===== src/rtl/addr_swap_loopback.sv =====
module addr_swap_loopback #(
  parameter int DATA_W = 512,
  parameter int USER_W = 8,
  parameter int ADDR_W = 5,
  parameter int CNT_W  = 32
) (
  input  logic                clk,
  input  logic                rst_n,
  input  logic [DATA_W-1:0]   in_tdata,
  input  logic [DATA_W/8-1:0] in_tkeep,
  input  logic [USER_W-1:0]   in_tuser,
  input  logic                in_tlast,
  input  logic                in_tvalid,
  output logic                in_tready,
  output logic [DATA_W-1:0]   out_tdata,
  output logic [DATA_W/8-1:0] out_tkeep,
  output logic [USER_W-1:0]   out_tuser,
  output logic                out_tlast,
  output logic                out_tvalid,
  input  logic                out_tready,
  input  logic                stat_snap,
  input  logic [ADDR_W-1:0]   s_awaddr,
  input  logic                s_awvalid,
  output logic                s_awready,
  input  logic [31:0]         s_wdata,
  input  logic                s_wvalid,
  output logic                s_wready,
  output logic [1:0]          s_bresp,
  output logic                s_bvalid,
  input  logic                s_bready,
  input  logic [ADDR_W-1:0]   s_araddr,
  input  logic                s_arvalid,
  output logic                s_arready,
  output logic [31:0]         s_rdata,
  output logic [1:0]          s_rresp,
  output logic                s_rvalid,
  input  logic                s_rready
);
  localparam int KEEP_W = DATA_W / 8;

  logic        cfg_en;
  logic [15:0] mac_hi;
  logic [31:0] mac_lo;
  logic [47:0] cfg_mac;
  logic        mid, keep_q;
  logic        mac_ok, is_ip4, pass, in_hs;
  logic [DATA_W-1:0] swapped;
  logic [CNT_W-1:0] n_rx, n_rej, n_loop, sh_rx, sh_rej, sh_loop;

  assign cfg_mac   = {mac_hi, mac_lo};
  assign in_tready = !out_tvalid || out_tready;
  assign in_hs     = in_tvalid && in_tready;
  assign is_ip4    = in_tdata[103:96] == 8'h08 && in_tdata[111:104] == 8'h00;
  assign pass      = mid ? keep_q : (cfg_en && mac_ok);

  always_comb begin
    mac_ok = 1'b1;
    for (int i = 0; i < 6; i++)
      if (in_tdata[8*i +: 8] != cfg_mac[8*(5-i) +: 8]) mac_ok = 1'b0;
  end

  always_comb begin
    swapped = in_tdata;
    for (int i = 0; i < 6; i++) begin
      swapped[8*i +: 8]     = in_tdata[8*(i+6) +: 8];
      swapped[8*(i+6) +: 8] = in_tdata[8*i +: 8];
    end
    if (is_ip4)
      for (int i = 0; i < 4; i++) begin
        swapped[8*(26+i) +: 8] = in_tdata[8*(30+i) +: 8];
        swapped[8*(30+i) +: 8] = in_tdata[8*(26+i) +: 8];
      end
  end

  always_ff @(posedge clk) begin
    if (!rst_n) begin
      out_tvalid <= 1'b0;
      out_tdata  <= '0;
      out_tkeep  <= '0;
      out_tuser  <= '0;
      out_tlast  <= 1'b0;
      mid        <= 1'b0;
      keep_q     <= 1'b0;
    end else begin
      if (in_tready) out_tvalid <= in_hs && pass;
      if (in_hs) begin
        mid <= !in_tlast;
        if (!mid) keep_q <= cfg_en && mac_ok;
        if (pass) begin
          out_tdata <= mid ? in_tdata : swapped;
          out_tkeep <= in_tkeep;
          out_tuser <= in_tuser;
          out_tlast <= in_tlast;
        end
      end
    end
  end

  always_ff @(posedge clk) begin
    if (!rst_n) begin
      {n_rx, n_rej, n_loop}    <= '0;
      {sh_rx, sh_rej, sh_loop} <= '0;
    end else begin
      if (in_hs && !mid) begin
        n_rx <= n_rx + 1'b1;
        if (cfg_en && mac_ok) n_loop <= n_loop + 1'b1;
        else                  n_rej  <= n_rej + 1'b1;
      end
      if (stat_snap) {sh_rx, sh_rej, sh_loop} <= {n_rx, n_rej, n_loop};
    end
  end

  logic wr_go;
  assign wr_go     = s_awvalid && s_wvalid && !s_bvalid;
  assign s_awready = wr_go;
  assign s_wready  = wr_go;
  assign s_bresp   = 2'b00;
  assign s_rresp   = 2'b00;
  assign s_arready = !s_rvalid;

  always_ff @(posedge clk) begin
    if (!rst_n) begin
      cfg_en   <= 1'b0;
      mac_hi   <= '0;
      mac_lo   <= '0;
      s_bvalid <= 1'b0;
      s_rvalid <= 1'b0;
      s_rdata  <= '0;
    end else begin
      if (wr_go) begin
        s_bvalid <= 1'b1;
        case (s_awaddr[ADDR_W-1:2])
          3'd0: cfg_en <= s_wdata[0];
          3'd1: mac_hi <= s_wdata[15:0];
          3'd2: mac_lo <= s_wdata;
          default: ;
        endcase
      end else if (s_bready) s_bvalid <= 1'b0;
      if (s_arvalid && s_arready) begin
        s_rvalid <= 1'b1;
        case (s_araddr[ADDR_W-1:2])
          3'd0: s_rdata <= {31'd0, cfg_en};
          3'd1: s_rdata <= {16'd0, mac_hi};
          3'd2: s_rdata <= mac_lo;
          3'd3: s_rdata <= 32'(sh_rx);
          3'd4: s_rdata <= 32'(sh_rej);
          3'd5: s_rdata <= 32'(sh_loop);
          default: s_rdata <= '0;
        endcase
      end else if (s_rready) s_rvalid <= 1'b0;
    end
  end

  assert_hold_R7: assert property (@(posedge clk) disable iff (!rst_n)
    out_tvalid && !out_tready |=> out_tvalid && $stable(out_tdata) && $stable(out_tlast) && $stable(out_tuser));
  assert_source_R7: assert property (@(posedge clk) disable iff (!rst_n)
    $rose(out_tvalid) |-> $past(in_tvalid && in_tready));
  assert_count_step_R9: assert property (@(posedge clk) disable iff (!rst_n)
    (n_rx == $past(n_rx)) || (n_rx == $past(n_rx) + 1'b1));
  assert_count_sum_R9: assert property (@(posedge clk) disable iff (!rst_n)
    n_rx == n_rej + n_loop);
  assert_bhold_R8: assert property (@(posedge clk) disable iff (!rst_n)
    s_bvalid && !s_bready |=> s_bvalid);
  assert_rhold_R8: assert property (@(posedge clk) disable iff (!rst_n)
    s_rvalid && !s_rready |=> s_rvalid && $stable(s_rdata));
endmodule


===== config.mk =====
export PLATFORM = sky130hd
export DESIGN_NAME = addr_swap_loopback
export DESIGN_NICKNAME = d
export VERILOG_FILES = /design/src/rtl/addr_swap_loopback.sv
export SDC_FILE = /design/constraint.sdc
export NUM_CORES = 2
export LEC_CHECK = 0
export ABC_AREA = 1
export BUFFER_PORTS_ARGS = -buffer_cell sky130_fd_sc_hd__buf_2
export CORE_AREA = 2 2 494 496
export DETAILED_ROUTE_END_ITERATION = 8
export DIE_AREA = 0 0 496 498
export GPL_TIMING_DRIVEN = 0
export PLACE_DENSITY_LB_ADDON = 0.15
export REMOVE_ABC_BUFFERS = 1
export SYNTH_ARGS = -nofsm -noshare
export SYNTH_HDL_FRONTEND = slang
export SYNTH_SLANG_ARGS = --single-unit

===== constraint.sdc =====
create_clock -name clk -period 2.2 [get_ports clk]
set_input_delay 0.11 -clock clk [delete_from_list [all_inputs] [get_ports clk]]
set_output_delay 0.11 -clock clk [all_outputs]
set_load 0.005 [all_outputs]

==> Word level (Yosys, flattened, before mapping) <==
Index checks and enable logic that the tools add are counted.
{ "word_totals": {"register_bits": 863, "inputBits": 637, "out_inout_bits": 628, "word_cells": 76} }
{ "op_classes": {"addsub": 3, "n_eq_ne": 14, "n_mux": 14, "n_bitwise": 1, "n_reduce_logical": 25} }
{ "ops": {"columns": ["cell", "count"], "rows": [
  ["$mux 272", 1],
  ["$pmux 32 s6", 1],
  ["$add 32x1->32 const B", 3],
  ["$mux 64", 1],
  ["$ne 8x8->1", 6],
  ["$reduce_and 2->1", 6],
  ["$mux 1", 11],
  ["$eq 3x2->1 const B", 3],
  ["$eq 8x4->1 const B", 1],
  ["$logic_and 1x1->1", 8],
  ["$logic_not 8->1", 1],
  ["$eq 3x1->1 const B", 2],
  ["$eq 3x3->1 const B", 2],
  ["$logic_not 3->1", 2],
  ["$logic_not 1->1", 5],
  ["$reduce_bool 2->1", 2],
  ["$logic_or 1x1->1", 1],
  ["$not 1->1", 1]
]} }

==> Depth between registers and ports, before layout <==
{ "depth": {"word_depth": 10, "ltp_mapped": 16, "ltp_nobuf": 13} }

==> Worst setup path before layout <==
Ideal clock, no wire load.
{ "synth_timing": {"path_kind": "register to register", "startpoint": "reg mac_hi[10]", "endpoint": "reg out_tdata[381]", "setup_time_ns": 0.115, "arrival_ns": 1.709, "required_time_ns": 2.085, "path_slack_ns": 0.376, "path_stages_with_launch": 13, "path_buffers": 3, "period_less_slack_ns": 1.824, "path_cell_list": "dfxtp_1 > xor2_1 > nor2_1 > inv_2 > nor2_1 > nand2_1 > nor2_2 > nand3_1 > buf_2 > buf_2 > buf_2 > a21oi_1 > nor2_1"} }
{ "synth_between": {"elab_chain_cells": 10} }
{ "synth_rtl": {"columns": ["item", "line", "text"], "rows": [
  ["start: declaration", "42", "logic [15:0] mac_hi;"],
  ["start signal: assignment", "134", "3'd1: mac_hi <= s_wdata[15:0];"],
  ["$ne 8x8->1", "59", "if (in_tdata[8*i +: 8] != cfg_mac[8*(5-i) +: 8]) mac_ok = 1'b0;"],
  ["$mux 1 (6 in a row)", "59", null],
  ["$logic_and 1x1->1", "54", "assign pass = mid ? keep_q : (cfg_en && mac_ok);"],
  ["$mux 1", null, null],
  ["$reduce_and 2->1 (no line)", null, null],
  ["end signal: assignment", "90", "out_tdata <= mid ? in_tdata : swapped;"],
  ["end: declaration", "15", "output logic [DATA_W-1:0] out_tdata,"]
]} }
No other way between the ends.
A chain may end at the register's enable or synchronous reset.

==> Worst setup path after layout <==
{ "layout_timing": {"startpoint": "reg mac_lo[19]", "endpoint": "reg out_tdata[375]"} }
{ "layout_between": {"elab_chain_cells": 7} }
{ "layout_rtl": {"columns": ["item", "line", "text"], "rows": [
  ["start: declaration", "43", "logic [31:0] mac_lo;"],
  ["start signal: assignment", "135", "3'd2: mac_lo <= s_wdata;"],
  ["$ne 8x8->1", "59", null],
  ["$mux 1 (3 in a row)", "59", null],
  ["$logic_and 1x1->1", "54", null],
  ["$mux 1", null, null],
  ["$reduce_and 2->1 (no line)", null, null]
]} }
No other way between the ends.

==> flow_summary.ini <==
[synthesis]
syn_inst = 5828
postSynth.asyncResetShare = 0
synth_area_um2 = 40770
yosysWarnings = 0
synthTopCellsByArea = dfxtp_1, nand3b_1, nand2_1, a21oi_1, nor2_1
syn_avg_cell_area_um2 = 6.995
ys_ff_latch = 863
yosysTopAreaCell = dfxtp_1
yosysUniqueCellTypes = 36
synthMostInstantiatedCell = nand2_1
synth_edf_count = 0
synth_seq_area_share = 0.4238
ys.flop_type = dfxtp_1
synthTopCellsByCount = nand2_1, a21oi_1, dfxtp_1, nor2_1, nand3b_1
yosysTopAreaCellShare = 0.4238

[power]
powerDensity_nw_per_um2 = 626.4
power.static_leakage_nw = 30.64
ir_worst_vdd_uv = 628.3

[clock_tree]
path_clk_slew_ns = 0.06
htree_levels = 3
cts_buffer_depth = 3
cts_buffers = 116
cts_tree = yes
clkLatencyLatePin_ns = 0.78
clock-sinks = 863
clock-root-buffer = clkbuf_16

[floorplan]
core_um2 = 241900
num_rows = 181
start_util = 0.1686
die_h_um = 498
ios = 1265
die_x_um = 496
die-area_um2 = 247000

[critical_path]
path_max_fanout = 9
worstSetupEndpointType = register
r2r_cells = 16
cp_top_family = buffers and inverters
timing.rr.start = mac_lo[19]
cp.required_ns = 2.86
critPathLaunchType = register
cpMaxStageDelayCell = dfxtp_2
path_common_cell = buf_16
max_stage_delay_ns = 0.33
r2r_end = out_tdata[375]
r2r_slack_ns = -0.38
crit_buf_inv = 6
worstSetupPathType = register to register
path_cells = nand2_4 -> nand2_1 -> nor2_1 -> nand2_2 -> nor2_4 -> nand2_2 -> nor2_4 -> buf_12 -> nand3_4 -> buf_16 -> buf_16 -> buf_16 -> buf_12 -> clkbuf_16 -> a21oi_1 -> nor2_1
critical_path_arrival_ns = 3.24

[timing]
rsz0062_at_grt = yes
fin_hold_ws_ns = 0.04613
skew_ns = 0.04650
tns_ns = -121.94
slew_viol_final = 0
hold_violations = 0
setup_viol = 637
worst_pin_slew_ns = 1.178
fmax_mhz = 387.3
min_period_over_period = 1.174
finalCriticalPeriod_ns = 2.582
max-slew-margin-rel = 0.2074
fin_ws_ns = -0.3822

[layout]
drive_above_1_share = 0.2504
stdcell_area_um2 = 64980
area_growth_pct = 59.39
multiInputGateArea_um2 = 20960
register_area_um2 = 17320
nFillCells = 26736
layout.nets = 8262
fin_util = 0.2687
final_cells = 10957

[routing]
vias = 47491
ant_nets = 0
drt_first_pass_iters = 5
drt_iter0_markers = 3549
wl_um = 267200
drc = 0
viasPerCell = 4.334
wl_per_cell_um = 24.38

[global_routing]
gr-total-overflow = 0
grt_util_all_layers = 0.2030
grt_pass1_vias = 45156
grt_pass1_wl_um = 359000
grt_antenna_before_repair = 84
grt_max_degree = 124

[placement]
place_hpwl_um = 185800
post-place-cells = 9879
gp_congestion = 0.8935
post_dp_cell_area_um2 = 50580
portBuffers = 1256

[status]
status = finished, violations left
failed_checks = negative setup slack

[hold_path]
whs_path_depth = 5
hold_class = input pin to register
hold_start = in_tdata[39]
hold_end = out_tdata[87]

[run]
drv_cap = 0
where the power goes:
part / total (mW) / internal (mW) / switching [mW] / leakage, nW
Combinational: 4.68 / 2.09 / 2.59 / 21.7
Clock: 19.9 / 11.6 / 8.35 / 1.90
Sequential: 16.1 / 15.9 / 0.172 / 7.00
routing by layer:
layer / share of wire / GRT usage / up-vias
met4: 0.045 / 0.07877 / 30
met1: 0.44 / 0.2603 / 22709
li1: - / - / 22830
met3: 0.064 / 0.04600 / 383
met2: 0.45 / 0.3280 / 1539
met5: 0.00070 / 0 / -
registers in the layout, indices dropped and copies added (netlist names):
register,count
out_tkeep,64
out_tvalid,1
sh_loop,32
keep_q,1
mac_hi,16
mac_lo,32
sh_rx,32
out_tdata,512
s_rvalid,1
mid,1
n_rej,32
s_rdata,32
cfg_en,1
sh_rej,32
out_tuser,8
n_rx,32
n_loop,32
out_tlast,1
s_bvalid,1
layout make-up:
type | count | area share
tap | 3202 | 0.06166
inverter | 362 | 0.02141
timing repair buffer | 2139 | 0.2661
multi-input combinational | 4138 | 0.3225
clock buffer | 173 | 0.05274
sequential | 863 | 0.2666
clock inverter | 35 | 0.007067
antenna | 43 | 0.001656
timing repair inverter | 2 | 0.0002311
worst max-delay path by stage:
stage	depth (start not counted)	startpoint	endpoint	slack (ns)
2_1_floorplan	5	mid	out_tdata[0]	-28.81
3_3_place_gp	3	mid	out_tdata[81]	-65.06
3_5_place_dp	14	in_tdata[35]	n_rej[0]	-2.37
4_1_cts	15	mac_lo[31]	out_tkeep[45]	-0.36
5_1_grt	19	mac_lo[28]	out_tdata[175]	-0.44
6_report	16	mac_lo[19]	out_tdata[375]	-0.38
worst register-to-register path, stage by stage (launching register included):
cell	delay [ns]
dfxtp_2	0.33
nand2_4	0.12
nand2_1	0.07
nor2_1	0.13
nand2_2	0.12
nor2_4	0.16
nand2_2	0.08
nor2_4	0.11
buf_12	0.14
nand3_4	0.12
buf_16	0.18
buf_16	0.19
buf_16	0.17
buf_12	0.15
clkbuf_16	0.19
a21oi_1	0.16
nor2_1	0.06
per-stage QoR:
step / worst slack [ns] / power (mW)
finish: -0.3822 / 40.70
global route: -0.4413 / 42.29
CTS: -0.3594 / 41.37
detailed placement: -2.371 / 19.69
global placement: -65.06 / 20.32
floorplan: -28.81 / 17.94
logic make-up after synthesis:
| family | count (synthesis) | share of synthesized area |
|---|---|---|
| DFF | 863 | 0.4238 |
| adders and majority gates | 3 | 0.0009208 |
| xor gates and xnor gates | 42 | 0.009023 |
| other | 1 | 0.00009198 |
| and+or+nand+nor | 2838 | 0.3258 |
| buffers and inverters | 835 | 0.08437 |
| AOI/OAI and AO/OA | 1246 | 0.1560 |
repair_timing:
| item | 4_1_cts | 5_1_grt |
|---|---|---|
| buffers inserted | 64 | 22 |
| endpoints found under the setup margin | 751 | 724 |
| cloned | 55 | 23 |
| hold buffers | 663 | 1 |
| hold endpoints to repair | 675 | 31 |
| pin swaps | 36 | 26 |
| gates resized for setup | 254 | 101 |
layout by cell type, fill, tap and decap left out, drive strengths merged, types with 4 or more instances in the layout:
cell            n
nand4          82
o221ai         10
bufbuf         21
xor2           25
conb            4
clkbuf        190
o21ai         327
nand3          90
a21oi         866
dlygate4sd3   658
nor3           49
o22ai          21
a22oi           8
clkinvlp       12
buf          1443
nor4            6
diode          43
bufinv          7
nand2        1178
inv           360
dfxtp         863
o2111ai         5
nor2          844
clkinv         20
xnor2          17
o21a            4
nand3b        590
Power figures use the tool's default switching activity.
